[src/rtl/cfg_pkg.sv]
package cfg_pkg;
  localparam int M_W     = 7;
  localparam int N_W     = 2;
  localparam int T_W     = 3;
  localparam int CHAIN_W = T_W + N_W + M_W;

  // Field order matches the serial order: test first, count last.
  typedef struct packed {
    logic [T_W-1:0] test;
    logic [N_W-1:0] n;
    logic [M_W-1:0] m;
  } cfg_word_t;
endpackage

[src/rtl/cfg_sync.sv]
module cfg_sync #(
  parameter int STAGES = 2,
  parameter int WIDTH  = 1,
  parameter logic [WIDTH-1:0] RST_VAL = '0
) (
  input  logic             clk,
  input  logic             rst,
  input  logic [WIDTH-1:0] d,
  output logic [WIDTH-1:0] q
);
  logic [WIDTH-1:0] stg [STAGES];

  for (genvar g = 0; g < STAGES; g++) begin : g_stage
    if (g == 0) begin : g_first
      always_ff @(posedge clk) begin
        if (rst) stg[g] <= RST_VAL;
        else     stg[g] <= d;
      end
    end else begin : g_next
      always_ff @(posedge clk) begin
        if (rst) stg[g] <= RST_VAL;
        else     stg[g] <= stg[g-1];
      end
    end
  end

  assign q = stg[STAGES-1];
endmodule

[src/rtl/cfg_shift_chain.sv]
module cfg_shift_chain #(
  parameter int W = 12
) (
  input  logic         clk,
  input  logic         rst,
  input  logic         sclk_s,
  input  logic         sdata_s,
  output logic [W-1:0] chain
);
  logic sclk_prev;
  logic shift_en;

  assign shift_en = sclk_s & ~sclk_prev;

  always_ff @(posedge clk) begin
    if (rst) begin
      sclk_prev <= 1'b0;
      chain     <= '0;
    end else begin
      sclk_prev <= sclk_s;
      if (shift_en) chain <= {chain[W-2:0], sdata_s};
    end
  end

  // one new bit enters at the low end on each detected edge.
  p_shift_order_r4: assert property (@(posedge clk) disable iff (rst)
    shift_en |=> (chain == {$past(chain[W-2:0]), $past(sdata_s)}));

  // the chain moves only on an edge, so older bits fall off the top.
  p_chain_hold_r8: assert property (@(posedge clk) disable iff (rst)
    !shift_en |=> $stable(chain));

  // a level-high shift clock gives a single sample.
  p_single_edge_r4: assert property (@(posedge clk) disable iff (rst)
    shift_en |=> !shift_en);
endmodule

[src/rtl/cfg_latch.sv]
module cfg_latch
  import cfg_pkg::*;
(
  input  logic      clk,
  input  logic      rst,
  input  logic      par_sel,
  input  logic      ser_sel,
  input  cfg_word_t par_word,
  input  cfg_word_t ser_word,
  output cfg_word_t active
);
  always_ff @(posedge clk) begin
    if (rst)          active <= '0;
    else if (par_sel) active <= par_word;
    else if (ser_sel) active <= ser_word;
  end

  // parallel control overrides a concurrent strobe.
  p_par_wins_r7: assert property (@(posedge clk) disable iff (rst)
    (par_sel && ser_sel) |=> (active == $past(par_word)));

  // strobe high tracks the chain.
  p_ser_track_r6: assert property (@(posedge clk) disable iff (rst)
    (!par_sel && ser_sel) |=> (active == $past(ser_word)));

  // no select means no change.
  p_hold_r5: assert property (@(posedge clk) disable iff (rst)
    (!par_sel && !ser_sel) |=> $stable(active));
endmodule

[src/rtl/synth_cfg_if.sv]
module synth_cfg_if
  import cfg_pkg::*;
#(
  parameter int SYNC_STAGES = 2
) (
  input  logic           clk,
  input  logic           rst,
  input  logic           par_load_n,
  input  logic [M_W-1:0] m_pin,
  input  logic [N_W-1:0] n_pin,
  input  logic           ser_clk,
  input  logic           ser_data,
  input  logic           ser_load,
  output logic [M_W-1:0] m_out,
  output logic [N_W-1:0] n_out,
  output logic [T_W-1:0] test_out
);
  localparam int CTRL_W = 4;
  localparam logic [CTRL_W-1:0] CTRL_RST = 4'b1000;

  logic [CTRL_W-1:0] ctrl_s;
  logic [CHAIN_W-1:0] chain;
  cfg_word_t par_word;
  cfg_word_t ser_word;
  cfg_word_t active;

  cfg_sync #(
    .STAGES (SYNC_STAGES),
    .WIDTH  (CTRL_W),
    .RST_VAL(CTRL_RST)
  ) u_sync (
    .clk(clk),
    .rst(rst),
    .d  ({par_load_n, ser_load, ser_data, ser_clk}),
    .q  (ctrl_s)
  );

  cfg_shift_chain #(.W(CHAIN_W)) u_chain (
    .clk    (clk),
    .rst    (rst),
    .sclk_s (ctrl_s[0]),
    .sdata_s(ctrl_s[1]),
    .chain  (chain)
  );

  always_comb begin
    par_word      = '0;
    par_word.m    = m_pin;
    par_word.n    = n_pin;
    ser_word      = cfg_word_t'(chain);
  end

  cfg_latch u_latch (
    .clk     (clk),
    .rst     (rst),
    .par_sel (~ctrl_s[3]),
    .ser_sel (ctrl_s[2]),
    .par_word(par_word),
    .ser_word(ser_word),
    .active  (active)
  );

  assign m_out    = active.m;
  assign n_out    = active.n;
  assign test_out = active.test;

  // parallel path clears the test field.
  p_par_test_zero_r2: assert property (@(posedge clk) disable iff (rst)
    !ctrl_s[3] |=> (test_out == '0));

  // first cycle after reset shows zeros.
  p_reset_zero_r1: assert property (@(posedge clk)
    rst |=> (m_out == '0 && n_out == '0 && test_out == '0));
endmodule

[config.mk]
export PLATFORM = sky130hd
export DESIGN_NAME = synth_cfg_if
export DESIGN_NICKNAME = d
export VERILOG_FILES = /design/src/rtl/cfg_pkg.sv /design/src/rtl/cfg_sync.sv /design/src/rtl/cfg_shift_chain.sv /design/src/rtl/cfg_latch.sv /design/src/rtl/synth_cfg_if.sv
export SDC_FILE = /design/constraint.sdc
export NUM_CORES = 1
export LEC_CHECK = 0
export BUFFER_PORTS_ARGS = -buffer_cell sky130_fd_sc_hd__buf_2
export CAP_MARGIN = 15
export CORE_MARGIN = 1
export CORE_UTILIZATION = 51
export DETAILED_ROUTE_END_ITERATION = 8
export HOLD_SLACK_MARGIN = 0.05
export MAX_ROUTING_LAYER = met4
export PLACE_DENSITY = 0.78
export SYNTH_ARGS = -nofsm -noshare
export SYNTH_HDL_FRONTEND = slang
export SYNTH_SLANG_ARGS = --single-unit
[constraint.sdc]
create_clock -name clk -period 1.4 [get_ports clk]
set_clock_uncertainty 0.2 [all_clocks]
set_input_delay 0.14 -clock clk [delete_from_list [all_inputs] [get_ports clk]]
set_output_delay 0.14 -clock clk [all_outputs]
set_load 0.03 [all_outputs]
==> Flow_metrics.wiki, run 1 <==
{| class="wikitable"
! Metric !! Value
|-
| Initial drt markers || 7
|-
| CP Capture Point || u_latch.active[5]$_SDFFE_PP0P_
|-
| Gate count of the mapped netlist || ~120
|-
| Crit Path Max Fanout || 26
|-
| Slowest-stage cell, CP || sky130_fd_sc_hd__dlygate4sd3_1
|-
| Estimated wirelength of the detail-placed design || about 1.5 mm
|-
| Worst vdd rail ir drop || ~0.93 mV
|-
| F_max || between 0.7 and 0.8 GHz
|-
| Routed length per instance || between 10 and 15 microns
|-
| Ports || 27
|-
| Number of setup violations in the final report || 0
|-
| Tightest Hold Check Type || flop to flop
|-
| Clock-pin slew of the registers on the worst-case setup and hold paths || about 0.090 ns
|-
| Status || finished, final reports clean
|-
| Number of buffers added by the clock tree synthesis step || 5
|-
| Multiplexer share of the synthesized area || 10.3%
|-
| CTS H-tree depth || 2
|-
| Worst Path Required || 1.42 ns
|-
| Layout cell share with drive strength beyond 1 || about 24%
|-
| Ratio of routed vias to standard cells || roughly 4.8
|-
| Net count of the mapped netlist || approximately 140
|-
| Hold_buf cts || 14
|-
| Total number of vias || 940
|-
| Synth Area in Compound Gates || 11.0%
|-
| Fraction of post-synthesis cell area in the top cell type by area || 56.9%
|-
| Wire length of the first global-routing pass || just under 4 mm
|-
| Number of sinks handled by clock tree synthesis || 33
|-
| Worst Setup Path Type || primary input to flop
|-
| Count of endpoints failing hold in the final timing report || 0
|-
| Die height || 49.7 microns
|-
| Post-route DRC violation count || 0
|-
| Portion of the post-synthesis area used by sequential elements || a little under three fifths
|-
| Core Area || approximately 0.0020 sq mm
|-
| Remaining number of nets flagged by the antenna check after routing || 0
|-
| Worst reg2reg path startpoint || u_chain.sclk_prev$_SDFF_PP0_
|-
| Clock Path Buffers || 2
|-
| Cells after DPL || 174
|-
| Number of max-capacitance violations reported || 0
|-
| Synthesized area per cell || roughly 9.5 sq um
|-
| Time the final worst path needs with I/O delays and setup || approximately 1.3 ns
|-
| Slowest Stage Delay on Critical Path || 0.52 ns
|-
| Worst setup path start || rst
|-
| Area of the mapped netlist || around 0.0012 sq mm
|-
| Net total in the final layout || 183
|-
| Total iterations of the first detailed-routing run || 5
|-
| Starting utilization of the core area || 56.9%
|-
| Synthesis warning total || 0
|-
| Measured slew at the worst slew-check pin || 0.441 ns
|-
| CTS tree || yes
|-
| Input/output buffers || 26
|-
| Post-CTS setup buffer count || 0
|-
| Area enclosed by the die boundary || 0.00247 sq mm
|-
| Fraction of the mapped netlist area in adder cells || 0%
|-
| CP startpoint kind || primary input
|-
| Worst R2R End || u_chain.chain[5]$_SDFFE_PP0P_
|-
| Period Utilization, post-route || ~93%
|-
| Final Max Slew Viols || 0
|-
| Worst Setup End Kind || flop
|-
| Count of cell types in the netlist || 12
|-
| Tightest slew margin relative to the limit || a little over 70%
|-
| PwrDens || between 1000 and 1500 mW/mm^2
|-
| RSZ-0062 raised after global routing || no
|-
| Post-CTS resize count || 0
|-
| # diodes || 0
|-
| CTS root buffer || sky130_fd_sc_hd__clkbuf_4
|-
| Cell taking the most area after synthesis || sky130_fd_sc_hd__dfxtp_1
|-
| Layout overhead on the synthesized area || 31.8%
|-
| Clock Latency Late Sink || 0.33 ns
|-
| Arrival time worst endpoint || about 1.3 ns
|-
| Post-layout instance count excluding filler cells || approximately 200
|-
| Number of global-route vias before repair || 893
|-
| Final design utilization || roughly three quarters
|-
| Largest net degree at the start of global routing || 27
|-
| Worst Reg2Reg Path Length in Cells || 3
|-
| Floorplan die width || 49.7 microns
|-
| Cell-by-cell listing of the critical path || dlygate4sd3_1 -> buf_2 -> buf_4 -> a211oi_1
|-
| Global route total overflow || 0
|-
| Global routing usage summed across all routing layers || a little under a quarter
|-
| Final setup TNS || 0 ns
|-
| XOR/XNOR Fraction of Synth Area || 0%
|-
| Main area contributors after synthesis || sky130_fd_sc_hd__dfxtp_1 57%, sky130_fd_sc_hd__mux2i_1 10%, sky130_fd_sc_hd__nand2_1 7.8%
|-
| Standard-cell rows || 16
|-
| Number of antenna violations at the first check in global routing || 0
|-
| Worst setup slack for register-to-register paths || roughly 0.16 ns
|-
| Static leakage || about 0.00062 uW
|-
| Simple-Gate Fraction of Synth Area || between 10% and 20%
|-
| Aggregate routed wire length || 2.33 mm
|-
| Number of synthesized register bits || 33
|-
| Largest family of logic cells by synthesized area || simple AND/OR/NAND/NOR gates
|-
| Gpl congestion || around 0.77
|}
## placed cells by master (no fill, tap or decap), types with 5 or more instances in the layout
| cell | Yosys | layout |
|---|---|---|
| sky130_fd_sc_hd__nand2_1 | 24 | 24 |
| sky130_fd_sc_hd__nor2b_1 | 8 | 8 |
| sky130_fd_sc_hd__mux2i_1 | 12 | 12 |
| sky130_fd_sc_hd__clkbuf_4 | 0 | 5 |
| sky130_fd_sc_hd__dfxtp_1 | 33 | 33 |
| sky130_fd_sc_hd__nor2_1 | 12 | 12 |
| sky130_fd_sc_hd__a211oi_1 | 9 | 9 |
| sky130_fd_sc_hd__a21oi_1 | 12 | 12 |
| sky130_fd_sc_hd__buf_4 | 0 | 7 |
| sky130_fd_sc_hd__dlygate4sd3_1 | 0 | 14 |
| sky130_fd_sc_hd__buf_2 | 4 | 26 |
## cell families (layout without fill, tap and decap cells)
logic type | after synthesis | in the layout
flip-flops | 33 | 33
AO/OA/AOI/OAI | 21 | 21
buffers and inverters | 8 | 54
multiplexers | 12 | 12
AND/OR/NAND/NOR | 48 | 48
## metrics by stage
stage	worst slack (ns)	hold slack, ns	power [uW]	cell area, sq um
2_1_floorplan	0.256	0.0438	1080	1160
3_3_place_gp	0.259	0.122	1130	1340
3_5_place_dp	0.190	0.136	1130	1340
4_1_cts	0.109	0.219	1680	1530
5_1_grt	0.0476	0.248	1740	1530
6_report	0.0998	0.216	1660	1530
## per-layer routing
layer / vias up / global-route usage [%] / wire [microns]
met5: - / - / 0
met4: 0 / 14.8 / 85
met3: 8 / 6.48 / 77
met2: 21 / 33.8 / 1090
met1: 415 / 26.7 / 1080
li1: 496 / - / -
## how the worst min path moves through the flow
stage,from,to,slack [ns],cells after the start
floorplan,par_load_n,u_sync.stg[0][3]$_SDFF_PP1_,0.04,1
global placement,par_load_n,u_sync.stg[0][3]$_SDFF_PP1_,0.12,2
detailed placement,par_load_n,u_sync.stg[0][3]$_SDFF_PP1_,0.14,2
CTS,u_sync.stg[0][3]$_SDFF_PP1_,u_sync.stg[1][3]$_SDFF_PP1_,0.22,1
global route,u_sync.stg[0][3]$_SDFF_PP1_,u_sync.stg[1][3]$_SDFF_PP1_,0.25,1
finish,u_sync.stg[0][3]$_SDFF_PP1_,u_sync.stg[1][3]$_SDFF_PP1_,0.22,1
## critical path: cells and delay by family
kind                   cells  cell delay [ns]
AOI/OAI and AO/OA          1             0.05
buffers and inverters      3             1.14
## where the power goes
part | switching (uW) | leakage (uW) | internal [uW]
logic | 85.1 | 0.000316 | 81.2
registers | 10.2 | 0.000269 | 963
clock network | 287 | 0.0000314 | 237
total | 383 | 0.000616 | 1280
## state kept, by name, indices dropped and copies added, names as in the netlist
register,flops
u_chain.sclk_prev,1
u_sync.stg,8
u_chain.chain,12
u_latch.active,12
## cell usage after synthesis
library cell / instances
sky130_fd_sc_hd__dfxtp_1: 33
sky130_fd_sc_hd__nand2_1: 24
sky130_fd_sc_hd__a21oi_1: 12
sky130_fd_sc_hd__mux2i_1: 12
sky130_fd_sc_hd__nor2_1: 12
sky130_fd_sc_hd__a211oi_1: 9
sky130_fd_sc_hd__nor2b_1: 8
sky130_fd_sc_hd__buf_2: 4
sky130_fd_sc_hd__clkbuf_1: 3
sky130_fd_sc_hd__nand2b_1: 2
sky130_fd_sc_hd__or2_2: 2
sky130_fd_sc_hd__buf_6: 1
## cell type report
class | count | area [sq um]
clock buffer | 7 | 55.1
fill | 168 | 512
multi-input combinational | 81 | 458
sequential | 33 | 661
tap | 27 | 33.8
timing repair buffer | 47 | 323
(Power assumes the default switching activity.)
==> run 2: changes to the inputs <==
--- a/config.mk
+++ b/config.mk
@@ -10,9 +10,11 @@
 export CORE_MARGIN = 1
 export CORE_UTILIZATION = 51
 export DETAILED_ROUTE_END_ITERATION = 8
+export GPL_TIMING_DRIVEN = 0
 export HOLD_SLACK_MARGIN = 0.05
 export MAX_ROUTING_LAYER = met4
-export PLACE_DENSITY = 0.78
+export PLACE_DENSITY = 0.81
+export SKIP_CTS_REPAIR_TIMING = 1
 export SYNTH_ARGS = -nofsm -noshare
 export SYNTH_HDL_FRONTEND = slang
 export SYNTH_SLANG_ARGS = --single-unit
==> Flow_metrics.wiki, run 2 (synthesized netlist as in run 1, its figures left out) <==
{| class="wikitable"
! Metric !! Value
|-
| Status || finished, final reports clean
|-
| Worst Setup Path Type || primary input to flop
|-
| Cell-by-cell listing of the critical path || dlygate4sd3_1 -> buf_2 -> clkbuf_1 -> or2_2
|-
| Area used by multi-input combinational logic || between 400 and 500 sq um
|-
| Standard-cell rows || 16
|-
| Floorplan die width || between 40 and 50 microns
|-
| Count of endpoints failing hold in the final timing report || 0
|-
| Aggregate routed wire length || 2.74 mm
|-
| # diodes || 0
|-
| Total number of vias || approximately 1000
|-
| Total iterations of the first detailed-routing run || 4
|-
| Clock Path Buffers || 2
|-
| Worst Setup End Kind || flop
|-
| Leading cell types in the layout, fill and taps excluded || 33 x sky130_fd_sc_hd__dfxtp_1, 27 x sky130_fd_sc_hd__buf_2, 24 x sky130_fd_sc_hd__nand2_1, 14 x sky130_fd_sc_hd__dlygate4sd3_1
|-
| Gpl congestion || roughly 0.75
|-
| Input/output buffers || 26
|-
| Post-route DRC violation count || 0
|-
| Largest regs || u_chain.chain: 12 flops, u_latch.active: 12 flops, u_sync.stg: 8 flops
|-
| Wire length of the first global-routing pass || about 3.8 mm
|-
| Number of global-route vias before repair || ~870
|-
| Largest net degree at the start of global routing || 11
|-
| Layout overhead on the synthesized area || 31.5%
|-
| Time the final worst path needs with I/O delays and setup || around 1.4 ns
|-
| Post-route worst setup slack || between 0.04 and 0.05 ns
|-
| Fill cell count || about 160
|-
| Slowest Stage Delay on Critical Path || about 0.53 ns
|-
| Final setup TNS || 0 ns
|-
| F_max || about 0.74 GHz
|-
| CP startpoint kind || primary input
|-
| Final Max Slew Viols || 0
|-
| Worst vdd rail ir drop || 0.919 mV
|-
| RSZ-0062 raised after global routing || no
|-
| CTS tree || yes
|-
| Measured slew at the worst slew-check pin || a little over 0.5 ns
|-
| Initial drt markers || between 40 and 50
|-
| PwrDens || about 1100 mW/mm^2
|-
| Arrival time worst endpoint || 1.38 ns
|-
| Starting utilization of the core area || a little under three fifths
|-
| CTS H-tree depth || 2
|-
| Clock Latency Late Sink || between 0.3 and 0.4 ns
|-
| Final Power || roughly 1700 uW
|-
| Ratio of routed vias to standard cells || roughly 5.3
|-
| Clock-pin slew of the registers on the worst-case setup and hold paths || ~0.10 ns
|-
| Number of antenna violations at the first check in global routing || 0
|-
| Area enclosed by the die boundary || between 0.002 and 0.0025 sq mm
|-
| Tightest slew margin relative to the limit || between 60 and 70%
|-
| Routed length per instance || between 10 and 15 microns
|-
| Area used by sequential logic in the layout || 661 sq um
|-
| Most frequent standard cell in the layout excluding fill and tap cells || sky130_fd_sc_hd__dfxtp_1
|-
| Slowest-stage cell, CP || sky130_fd_sc_hd__dlygate4sd3_1
|-
| Number of buffers added by the clock tree synthesis step || 5
|-
| Net total in the final layout || roughly 180
|-
| Worst Path Required || between 1 and 1.5 ns
|-
| Global routing usage summed across all routing layers || a little over a fifth
|-
| Ports || 27
|-
| Static leakage || ~0.0006 uW
|-
| Crit Path Max Fanout || 10
|-
| Number of setup violations in the final report || 0
|-
| Pre-CTS worst setup slack || ~0.048 ns
|-
| Remaining number of nets flagged by the antenna check after routing || 0
|-
| Core Area || 0.00204 sq mm
|-
| Tightest Hold Check Type || flop to flop
|-
| Number of sinks handled by clock tree synthesis || 33
|-
| Layout cell share with drive strength beyond 1 || 24.1%
|-
| Global route total overflow || 0
|-
| CTS root buffer || sky130_fd_sc_hd__clkbuf_4
|-
| Number of max-capacitance violations reported || 0
|-
| Period Utilization, post-route || 96.5%
|-
| Estimated wirelength of the detail-placed design || 1.62 mm
|-
| Die height || between 40 and 50 microns
|}
## run 2: final cells by class
cell class | instances | area share (%)
flip-flops and latches | 33 | 43.3
multi-input cells | 81 | 30.2
repair buffers | 40 | 17.7
plain buffers | 8 | 3.28
clock buffers | 6 | 2.70
well taps | 27 | 2.21
clock inverters | 2 | 0.656
## run 2: metal layers
metal	GRT usage (%)	vias to the layer above	part of all wire [%]
li1	-	500	-
met5	-	-	0
met3	6.48	12	5.9
met4	10.5	0	3.5
met1	25.7	485	41
met2	34.5	45	50
## run 2: worst max-delay path, delay by kind of cell
kind	cells	cell delay [ns]
buffers and inverters	3	0.90
and+or+nand+nor	1	0.34
## run 2: worst paths after layout
check,start,endpoint,slack [ns],cells after the start
setup / recovery,rst,u_sync.stg[0][3]$_SDFF_PP1_,0.05,4
hold / removal,u_sync.stg[0][3]$_SDFF_PP1_,u_sync.stg[1][3]$_SDFF_PP1_,0.22,1
setup reg to reg,u_sync.stg[1][2]$_SDFF_PP0_,u_latch.active[2]$_SDFFE_PP0P_,0.12,3
hold reg to reg,u_sync.stg[0][3]$_SDFF_PP1_,u_sync.stg[1][3]$_SDFF_PP1_,0.22,1
## run 2: power by group
part | switching, uW | internal, uW | total, uW
Combinational | 91.2 | 80.1 | 171
Sequential | 11.2 | 963 | 974
Clock | 313 | 191 | 504
Total | 416 | 1230 | 1650
## run 2: per-stage QoR
stage | cell area, sq um | std cells | utilization, % | hold WS [ns]
6_report | 1530 | 197 | 74.8 | 0.219
5_1_grt | 1530 | 197 | 74.8 | 0.241
4_1_cts | 1380 | 183 | 67.4 | -0.219
3_5_place_dp | 1330 | 175 | 64.9 | 0.126
3_3_place_gp | 1330 | 175 | 64.9 | 0.123
2_1_floorplan | 1160 | 122 | - | 0.0438
